**src/rtl/rxd_pkg.sv**
```systemverilog
// Shared definitions for the receive DMA ring writer: register selects,
// control/event bit positions and the transfer state type.
package rxd_pkg;
    typedef enum logic {
        XS_IDLE = 1'b0,
        XS_MOVE = 1'b1
    } xfer_st_t;

    localparam logic [1:0] RA_COUNT = 2'd0;
    localparam logic [1:0] RA_SOF   = 2'd1;
    localparam logic [1:0] RA_EVENT = 2'd2;
    localparam logic [1:0] RA_CTRL  = 2'd3;

    localparam int CB_BIG    = 0;
    localparam int CB_IRQ    = 1;
    localparam int CB_STREAM = 2;
    localparam int CB_RESET  = 6;
    localparam int EB_FLAG   = 7;
endpackage

```
**src/rtl/rxd_regs.sv**
```systemverilog
// Host register port: holds the control bits and the self-clearing reset
// request, decodes read side effects and forms the interrupt pulse.
// Assumes single-cycle read/write strobes and that only CTRL is writable.
module rxd_regs
    import rxd_pkg::*;
#(
    parameter int CNT_W = 16,
    parameter int AW    = 16
) (
    input  logic             clk,
    input  logic             rst_n,
    input  logic [1:0]       hst_addr,
    input  logic             hst_rd,
    input  logic             hst_wr,
    input  logic [15:0]      hst_wdata,
    input  logic [CNT_W-1:0] cnt,
    input  logic [AW-1:0]    sof,
    input  logic             flag,
    input  logic             done,
    output logic [15:0]      hst_rdata,
    output logic             cnt_rd,
    output logic             ev_rd,
    output logic             rst_pend,
    output logic             cfg_big,
    output logic             cfg_irq,
    output logic             cfg_stream,
    output logic             irq
);
    logic ctrl_wr;

    // Decode strobes that carry side effects elsewhere.
    always_comb begin
        ctrl_wr = hst_wr && (hst_addr == RA_CTRL);
        cnt_rd  = hst_rd && (hst_addr == RA_COUNT);
        ev_rd   = hst_rd && (hst_addr == RA_EVENT);
    end

    // Control bits, one-cycle reset request and registered interrupt.
    always_ff @(posedge clk) begin
        if (!rst_n) begin
            cfg_big    <= 1'b0;
            cfg_irq    <= 1'b0;
            cfg_stream <= 1'b0;
            rst_pend   <= 1'b0;
            irq        <= 1'b0;
        end else begin
            if (ctrl_wr) begin
                cfg_big    <= hst_wdata[CB_BIG];
                cfg_irq    <= hst_wdata[CB_IRQ];
                cfg_stream <= hst_wdata[CB_STREAM];
            end
            rst_pend <= ctrl_wr && hst_wdata[CB_RESET];
            irq      <= done && cfg_irq;
        end
    end

    // Read data mux; reflects current register state.
    always_comb begin
        hst_rdata = '0;
        case (hst_addr)
            RA_COUNT: hst_rdata = 16'(cnt);
            RA_SOF:   hst_rdata = 16'(sof);
            RA_EVENT: hst_rdata[EB_FLAG] = flag;
            default: begin
                hst_rdata[CB_BIG]    = cfg_big;
                hst_rdata[CB_IRQ]    = cfg_irq;
                hst_rdata[CB_STREAM] = cfg_stream;
                hst_rdata[CB_RESET]  = rst_pend;
            end
        endcase
    end
endmodule

```
**src/rtl/rxd_ring.sv**
```systemverilog
// Ring bookkeeping: write position, newest frame offset, unreported frame
// count, the event flag and the protected region with its fit check.
// Assumes a frame's padded length never exceeds the selected buffer size.
module rxd_ring #(
    parameter int SMALL_AW = 14,
    parameter int LARGE_AW = 16,
    parameter int LEN_W    = 11,
    parameter int CNT_W    = 16
) (
    input  logic                clk,
    input  logic                rst_n,
    input  logic                rst_pend,
    input  logic                big,
    input  logic                stream,
    input  logic                stream_end,
    input  logic                cnt_rd,
    input  logic                ev_rd,
    input  logic                done,
    input  logic [LARGE_AW-1:0] done_base,
    input  logic [LEN_W:0]      done_pad,
    input  logic [LEN_W:0]      req_pad,
    output logic [LARGE_AW-1:0] wp,
    output logic [LARGE_AW-1:0] mask,
    output logic                fits,
    output logic [CNT_W-1:0]    cnt,
    output logic [LARGE_AW-1:0] sof,
    output logic                flag
);
    localparam int AW = LARGE_AW;
    localparam int PW = LEN_W + 1;
    localparam int CW = (PW > AW + 1) ? PW : AW + 1;

    logic [AW-1:0]    wp_q, sof_q, uns_start_q, res_base_q;
    logic [CW-1:0]    uns_bytes_q, res_len_q;
    logic             res_act_q, flag_q;
    logic [CNT_W-1:0] cnt_q, cnt_base, cnt_n;
    logic [CW-1:0]    size_b, uns_sum, pad_cap, sum_cap;
    logic [AW-1:0]    d_ahead, d_behind;
    logic             set_ev;

    // Buffer mask, distances to the protected region and running sums.
    always_comb begin
        mask     = big ? {AW{1'b1}} : AW'({SMALL_AW{1'b1}});
        size_b   = CW'(mask) + CW'(1);
        d_ahead  = (res_base_q - wp_q) & mask;
        d_behind = (wp_q - res_base_q) & mask;
        fits     = !(res_act_q && ((CW'(d_ahead) < CW'(req_pad)) ||
                                   (CW'(d_behind) < res_len_q)));
        cnt_base = cnt_rd ? '0 : cnt_q;
        cnt_n    = cnt_base + CNT_W'(done);
        uns_sum  = uns_bytes_q + CW'(done_pad);
        pad_cap  = (CW'(done_pad) > size_b) ? size_b : CW'(done_pad);
        sum_cap  = (uns_sum > size_b) ? size_b : uns_sum;
        set_ev   = stream ? stream_end : done;
    end

    // Ring state update; the receive-DMA reset clears all of it.
    always_ff @(posedge clk) begin
        if (!rst_n || rst_pend) begin
            wp_q        <= '0;
            sof_q       <= '0;
            cnt_q       <= '0;
            flag_q      <= 1'b0;
            uns_start_q <= '0;
            uns_bytes_q <= '0;
            res_act_q   <= 1'b0;
            res_base_q  <= '0;
            res_len_q   <= '0;
        end else begin
            cnt_q <= cnt_n;
            if (done) begin
                sof_q <= done_base;
                wp_q  <= (done_base + AW'(done_pad)) & mask;
                if (cnt_base == '0) begin
                    uns_start_q <= done_base;
                    uns_bytes_q <= pad_cap;
                end else begin
                    uns_bytes_q <= sum_cap;
                end
            end else if (cnt_rd) begin
                uns_bytes_q <= '0;
            end
            if (cnt_rd) begin
                res_act_q  <= (cnt_q != '0);
                res_base_q <= uns_start_q;
                res_len_q  <= uns_bytes_q;
            end else if (ev_rd && flag_q) begin
                res_act_q <= 1'b0;
            end
            if (cnt_n == '0) flag_q <= 1'b0;
            else if (set_ev) flag_q <= 1'b1;
        end
    end

    assign wp   = wp_q;
    assign cnt  = cnt_q;
    assign sof  = sof_q;
    assign flag = flag_q;
endmodule

```
**src/rtl/rxd_xfer.sv**
```systemverilog
// Frame mover: drops rejected frames, starts an accepted frame only when
// it fits, and walks its words out as held DMA writes.
// Assumes the storage head (length, good bit, words) is stable until popped.
module rxd_xfer
    import rxd_pkg::*;
#(
    parameter int LARGE_AW = 16,
    parameter int LEN_W    = 11
) (
    input  logic                clk,
    input  logic                rst_n,
    input  logic                rst_pend,
    input  logic                hold,
    input  logic                fits,
    input  logic [LARGE_AW-1:0] wp,
    input  logic [LARGE_AW-1:0] mask,
    input  logic                frm_valid,
    input  logic [LEN_W-1:0]    frm_len,
    input  logic                frm_good,
    output logic                frm_pop,
    output logic [LEN_W-2:0]    st_idx,
    input  logic [15:0]         st_word,
    output logic                dma_valid,
    output logic [LARGE_AW-1:0] dma_addr,
    output logic [15:0]         dma_data,
    input  logic                dma_ready,
    output logic [LEN_W:0]      req_pad,
    output logic                done,
    output logic [LARGE_AW-1:0] done_base,
    output logic [LEN_W:0]      done_pad
);
    localparam int AW = LARGE_AW;
    localparam int PW = LEN_W + 1;
    localparam int IW = LEN_W - 1;

    xfer_st_t      st_q;
    logic [IW-1:0] idx_q, last_q;
    logic [AW-1:0] base_q;
    logic [PW-1:0] pad_q, words;
    logic          start, drop, accept, fin;

    // Start/drop decisions, word stepping and DMA request signals.
    always_comb begin
        req_pad   = (PW'(frm_len) + PW'(3)) & ~PW'(3);
        words     = (PW'(frm_len) + PW'(1)) >> 1;
        drop      = (st_q == XS_IDLE) && frm_valid && !frm_good && !rst_pend;
        start     = (st_q == XS_IDLE) && frm_valid && frm_good && fits &&
                    !hold && !rst_pend;
        dma_valid = (st_q == XS_MOVE) && !rst_pend;
        accept    = dma_valid && dma_ready;
        fin       = accept && (idx_q == last_q);
        frm_pop   = drop || fin;
        done      = fin;
        done_base = base_q;
        done_pad  = pad_q;
        dma_addr  = (base_q + AW'({idx_q, 1'b0})) & mask;
        dma_data  = st_word;
        st_idx    = idx_q;
    end

    // Transfer state machine.
    always_ff @(posedge clk) begin
        if (!rst_n) begin
            st_q   <= XS_IDLE;
            idx_q  <= '0;
            last_q <= '0;
            base_q <= '0;
            pad_q  <= '0;
        end else begin
            case (st_q)
                XS_IDLE: if (start) begin
                    st_q   <= XS_MOVE;
                    base_q <= wp;
                    pad_q  <= req_pad;
                    idx_q  <= '0;
                    last_q <= IW'(words - PW'(1));
                end
                default: begin
                    if (rst_pend || fin) st_q <= XS_IDLE;
                    else if (accept)     idx_q <= idx_q + IW'(1);
                end
            endcase
        end
    end
endmodule

```
**src/rtl/rx_dma_ring.sv**
```systemverilog
// Top of the receive DMA ring writer: joins the host register port, the
// ring bookkeeping and the frame mover. Buffer offsets are relative to a
// base held by the external DMA controller.
module rx_dma_ring #(
    parameter int SMALL_AW = 14,
    parameter int LARGE_AW = 16,
    parameter int LEN_W    = 11,
    parameter int CNT_W    = 16
) (
    input  logic                clk,
    input  logic                rst_n,
    input  logic                frm_valid,
    input  logic [LEN_W-1:0]    frm_len,
    input  logic                frm_good,
    output logic                frm_pop,
    output logic [LEN_W-2:0]    st_idx,
    input  logic [15:0]         st_word,
    output logic                dma_valid,
    output logic [LARGE_AW-1:0] dma_addr,
    output logic [15:0]         dma_data,
    input  logic                dma_ready,
    input  logic                stream_end,
    input  logic [1:0]          hst_addr,
    input  logic                hst_rd,
    input  logic                hst_wr,
    input  logic [15:0]         hst_wdata,
    output logic [15:0]         hst_rdata,
    output logic                irq
);
    logic                cnt_rd, ev_rd, rst_pend, cfg_big, cfg_irq, cfg_stream;
    logic                fits, flag, done;
    logic [CNT_W-1:0]    cnt;
    logic [LARGE_AW-1:0] wp, mask, sof, done_base;
    logic [LEN_W:0]      req_pad, done_pad;

    rxd_regs #(.CNT_W(CNT_W), .AW(LARGE_AW)) u_regs (
        .clk(clk), .rst_n(rst_n), .hst_addr(hst_addr), .hst_rd(hst_rd),
        .hst_wr(hst_wr), .hst_wdata(hst_wdata), .cnt(cnt), .sof(sof),
        .flag(flag), .done(done), .hst_rdata(hst_rdata), .cnt_rd(cnt_rd),
        .ev_rd(ev_rd), .rst_pend(rst_pend), .cfg_big(cfg_big),
        .cfg_irq(cfg_irq), .cfg_stream(cfg_stream), .irq(irq)
    );

    rxd_ring #(.SMALL_AW(SMALL_AW), .LARGE_AW(LARGE_AW), .LEN_W(LEN_W),
               .CNT_W(CNT_W)) u_ring (
        .clk(clk), .rst_n(rst_n), .rst_pend(rst_pend), .big(cfg_big),
        .stream(cfg_stream), .stream_end(stream_end), .cnt_rd(cnt_rd),
        .ev_rd(ev_rd), .done(done), .done_base(done_base),
        .done_pad(done_pad), .req_pad(req_pad), .wp(wp), .mask(mask),
        .fits(fits), .cnt(cnt), .sof(sof), .flag(flag)
    );

    rxd_xfer #(.LARGE_AW(LARGE_AW), .LEN_W(LEN_W)) u_xfer (
        .clk(clk), .rst_n(rst_n), .rst_pend(rst_pend), .hold(cnt_rd),
        .fits(fits), .wp(wp), .mask(mask), .frm_valid(frm_valid),
        .frm_len(frm_len), .frm_good(frm_good), .frm_pop(frm_pop),
        .st_idx(st_idx), .st_word(st_word), .dma_valid(dma_valid),
        .dma_addr(dma_addr), .dma_data(dma_data), .dma_ready(dma_ready),
        .req_pad(req_pad), .done(done), .done_base(done_base),
        .done_pad(done_pad)
    );
endmodule

```
**config.mk**
```make
export PLATFORM = sky130hd
export DESIGN_NAME = rx_dma_ring
export DESIGN_NICKNAME = d
export VERILOG_FILES = /design/src/rtl/rxd_pkg.sv /design/src/rtl/rxd_regs.sv /design/src/rtl/rxd_ring.sv /design/src/rtl/rxd_xfer.sv /design/src/rtl/rx_dma_ring.sv
export SDC_FILE = /design/constraint.sdc
export NUM_CORES = 1
export LEC_CHECK = 0
export ABC_CLOCK_PERIOD_IN_PS = 6460
export BUFFER_PORTS_ARGS = -buffer_cell sky130_fd_sc_hd__buf_2
export CAP_MARGIN = 25
export CORE_MARGIN = 1
export CORE_UTILIZATION = 45
export CTS_BUF_LIST = sky130_fd_sc_hd__clkbuf_4
export DETAILED_ROUTE_END_ITERATION = 10
export PLACE_DENSITY = 0.62
export SYNTH_ARGS = -nofsm -noshare
export SYNTH_HDL_FRONTEND = slang
export SYNTH_SLANG_ARGS = --single-unit
```
**constraint.sdc**
```tcl
create_clock -name clk -period 6.46 [get_ports clk]
set_clock_uncertainty 0.05 [all_clocks]
set_input_delay 1.615 -clock clk [delete_from_list [all_inputs] [get_ports clk]]
set_output_delay 1.615 -clock clk [all_outputs]
set_load 0.01 [all_outputs]
```
==> impl_metrics.toml <==
[setup_path]
cp.required_ns = 6.91
crit_family = "compound AO/OA/AOI/OAI gates"
cp_cell_sequence = "inv_1, ha_1, inv_1, fa_1, a21o_1, a21oi_1, o21bai_1, a21oi_1, nor2_1, a41oi_1, o21ai_0, xor2_1, ha_1, and4_1, o311ai_0, a2111oi_2, o21a_2, buf_4, nand2_1, o211a_1"
max_stage_delay_ns = 0.76
reg2reg_slack_ns = 1.10
worstSetupEndpointType = "flop"
worstPathArrival_ns = 5.81
crit_type = "flop to flop"
path_buf_inv = 3
cp_max_fo = 29
cp-start-kind = "flop"
slowest_stage = "o21a_2"

[power]
comb_power_share = 0.130
pwr-share-seq = 0.544
powerDensity_nw_per_um2 = 159
p_switching_mw = 0.557
swShare = 0.295
ir_drop_mv = 0.0912
p_clk_frac = 0.326
fin_total_pwr_mw = 1.89
p_leak_nw = 4.69
power.internal_mw = 1.33

[floorplanning]
die_w_um = 160
core_um2 = 24300
die-area_um2 = 25500
start_util = 0.460
io_pins = 114
die_h_um = 160
rows = 57

[cells_and_area]
fillers = 2486
final_cells = 1785
post-route-util = 0.489
drive_above_1_share = 0.0993
nets = 1596
area_delta_synth_final_pct = 6.31
seq_area_um2 = 3240
multiInputGateArea_um2 = 7210
final_cell_area_um2 = 11900

[grt]
grtUsageTotal = 0.252
grt_pass1_vias = 9390
grt-ovfl-total = 0
antenna_found_initial = 1
grt_first_pass_wirelength_um = 50700
grt_start_max_net_pins = 64

[synth]
synth-edff-count = 0
avgSynthCellArea_um2 = 7.82
seq_area_frac_synth = 0.290
synth_commonest_cells = "256 x nand2_1, 162 x dfxtp_1, 132 x a21oi_1"
yosysTopAreaCellShare = 0.290
yosysTopAreaCell = "dfxtp_1"
netlist_instances = 1430
syn_area_um2 = 11200
synth_seq_cells = 162
synthTopCellsByArea = "dfxtp_1 29%, ha_1 10%, nand2_1 8.6%"
syn-num-nets = 1578
yosys_warnings = 0
async_reset_ff_frac = 0
synth_most_common_cell = "nand2_1"
synthDistinctLibCells = 89
yosys_most_used_dff = "dfxtp_1"

[detailed_routing]
drt_iter0_markers = 578
drt-total-wl_um = 31500
drc = 0
firstDrtPassIters = 7
dr_total_vias = 9930
drt.antenna.violating_nets = 0
routed_via_density = 5.56
wl_per_cell_um = 17.7

[cts]
clk_latency_ns = 0.59
clkSinkCount = 162
htree_levels = 4
cts_setup_buffers = 0
clk_pin_slew_ns = 0.14
hold_buffers = 0
cts_tree = "yes"
cts_buffer_depth = 2
numCtsBuffers = 17
clock-root-buffer = "clkbuf_4"
cts-resized-gates = 0

[sta]
slew_viol_final = 0
slew_headroom = 0.271
hold_viol = 0
rsz0062_at_grt = "false"
fin_tns_setup_ns = 0
max_freq_mhz = 186
period_needed_ns = 5.36
finalSetupViolCount = 0
worstMarginPinSlew_ns = 1.09
finalCritPeriodShare = 0.830
fin_ws_ns = 1.10
hold_ws_ns = 0.408

[placement]
gp_congestion = 0.950
io_buffers = 69
pre_cts_ws_ns = 0.735
dp.cells = 1753
hpwl_um = 23600
dpl_cell_area_um2 = 11600

[min_path]
hold_path.class = "flop to flop"

[job]
cap_violations = 0

[status]
status = "finished, final reports clean"
[tightest hold or removal path, delay by kind of cell (launching register included)]
family,cells,cell delay [ns]
flops,1,0.34
compound gates,1,0.05
simple gates,1,0.05
[cells in the final DEF, fill, tap and decap left out, types with 7 or more instances in the layout]
master / Yosys / layout
a211oi_1: 8 / 8
a21boi_0: 11 / 11
a21boi_1: 14 / 14
a21o_1: 18 / 18
a21oi_1: 132 / 132
a22oi_1: 10 / 10
a31oi_1: 10 / 10
and2_1: 9 / 9
and3_1: 10 / 10
buf_2: 8 / 69
buf_4: 21 / 14
clkbuf_4: 0 / 18
dfxtp_1: 162 / 162
ha_1: 91 / 91
inv_1: 84 / 84
mux2i_1: 27 / 27
nand2_1: 256 / 256
nand2b_1: 13 / 12
nand3_1: 34 / 34
nand4_1: 15 / 15
nor2_1: 83 / 82
nor2b_1: 23 / 23
nor3_1: 28 / 27
o211a_1: 9 / 9
o211ai_1: 7 / 7
o21a_1: 12 / 12
o21ai_0: 41 / 41
or2_2: 7 / 7
xnor2_1: 61 / 61
xor2_1: 41 / 41
[worst paths after layout]
| kind | startpoint | to | cells past startpoint |
|---|---|---|---|
| worst max-delay path | u_ring.sof[0] | u_xfer.done_pad[10] | 20 |
| worst min-delay path | u_ring.uns_start_q[0] | u_ring.res_base_q[0] | 2 |
| worst min register to register | u_ring.uns_start_q[0] | u_ring.res_base_q[0] | 2 |
| worst max register to register | u_ring.sof[0] | u_xfer.done_pad[10] | 20 |
[power groups by stage]
stage | Combinational (mW) | Sequential [mW] | Clock [mW]
floorplan | 0.187 | 1.04 | 0
global placement | 0.241 | 1.05 | 0
detailed placement | 0.244 | 1.05 | 0
CTS | 0.246 | 1.03 | 0.622
global route | 0.271 | 1.03 | 0.667
finish | 0.246 | 1.03 | 0.615
[sequential cells by signal (all words and copies together), names as in the netlist, 14 cells and up]
register	cells
u_ring.wp	14
u_ring.res_len_q	15
u_xfer.done_base	16
u_ring.uns_bytes_q	15
u_ring.res_base_q	16
u_ring.uns_start_q	16
u_ring.sof	16
u_ring.cnt	16
[layer usage]
metal | vias to the layer above | GRT usage | routed length (um)
met5 | - | 0 | 0
met4 | 0 | 0.0935 | 943
met3 | 54 | 0.0327 | 1130
met2 | 225 | 0.413 | 14500
met1 | 4682 | 0.336 | 15000
li1 | 4969 | - | -
[cell families after synthesis]
logic type | share of synthesized area
AOI/OAI and AO/OA | 0.206
xor gates and xnor gates | 0.0799
adders and majority gates | 0.109
buffers and inverters | 0.0680
DFF | 0.290
muxes | 0.0272
and+or+nand+nor | 0.220
[cell type report]
class | instances | share of cell area
clock buffer | 18 | 0.0114
clock inverter | 13 | 0.0113
sequential | 162 | 0.273
multi-input combinational | 1100 | 0.606
antenna | 1 | 0.000210
timing repair buffer | 83 | 0.0379
tap | 324 | 0.0341
inverter | 84 | 0.0265
No activity file was read; power rests on OpenSTA's default activity.
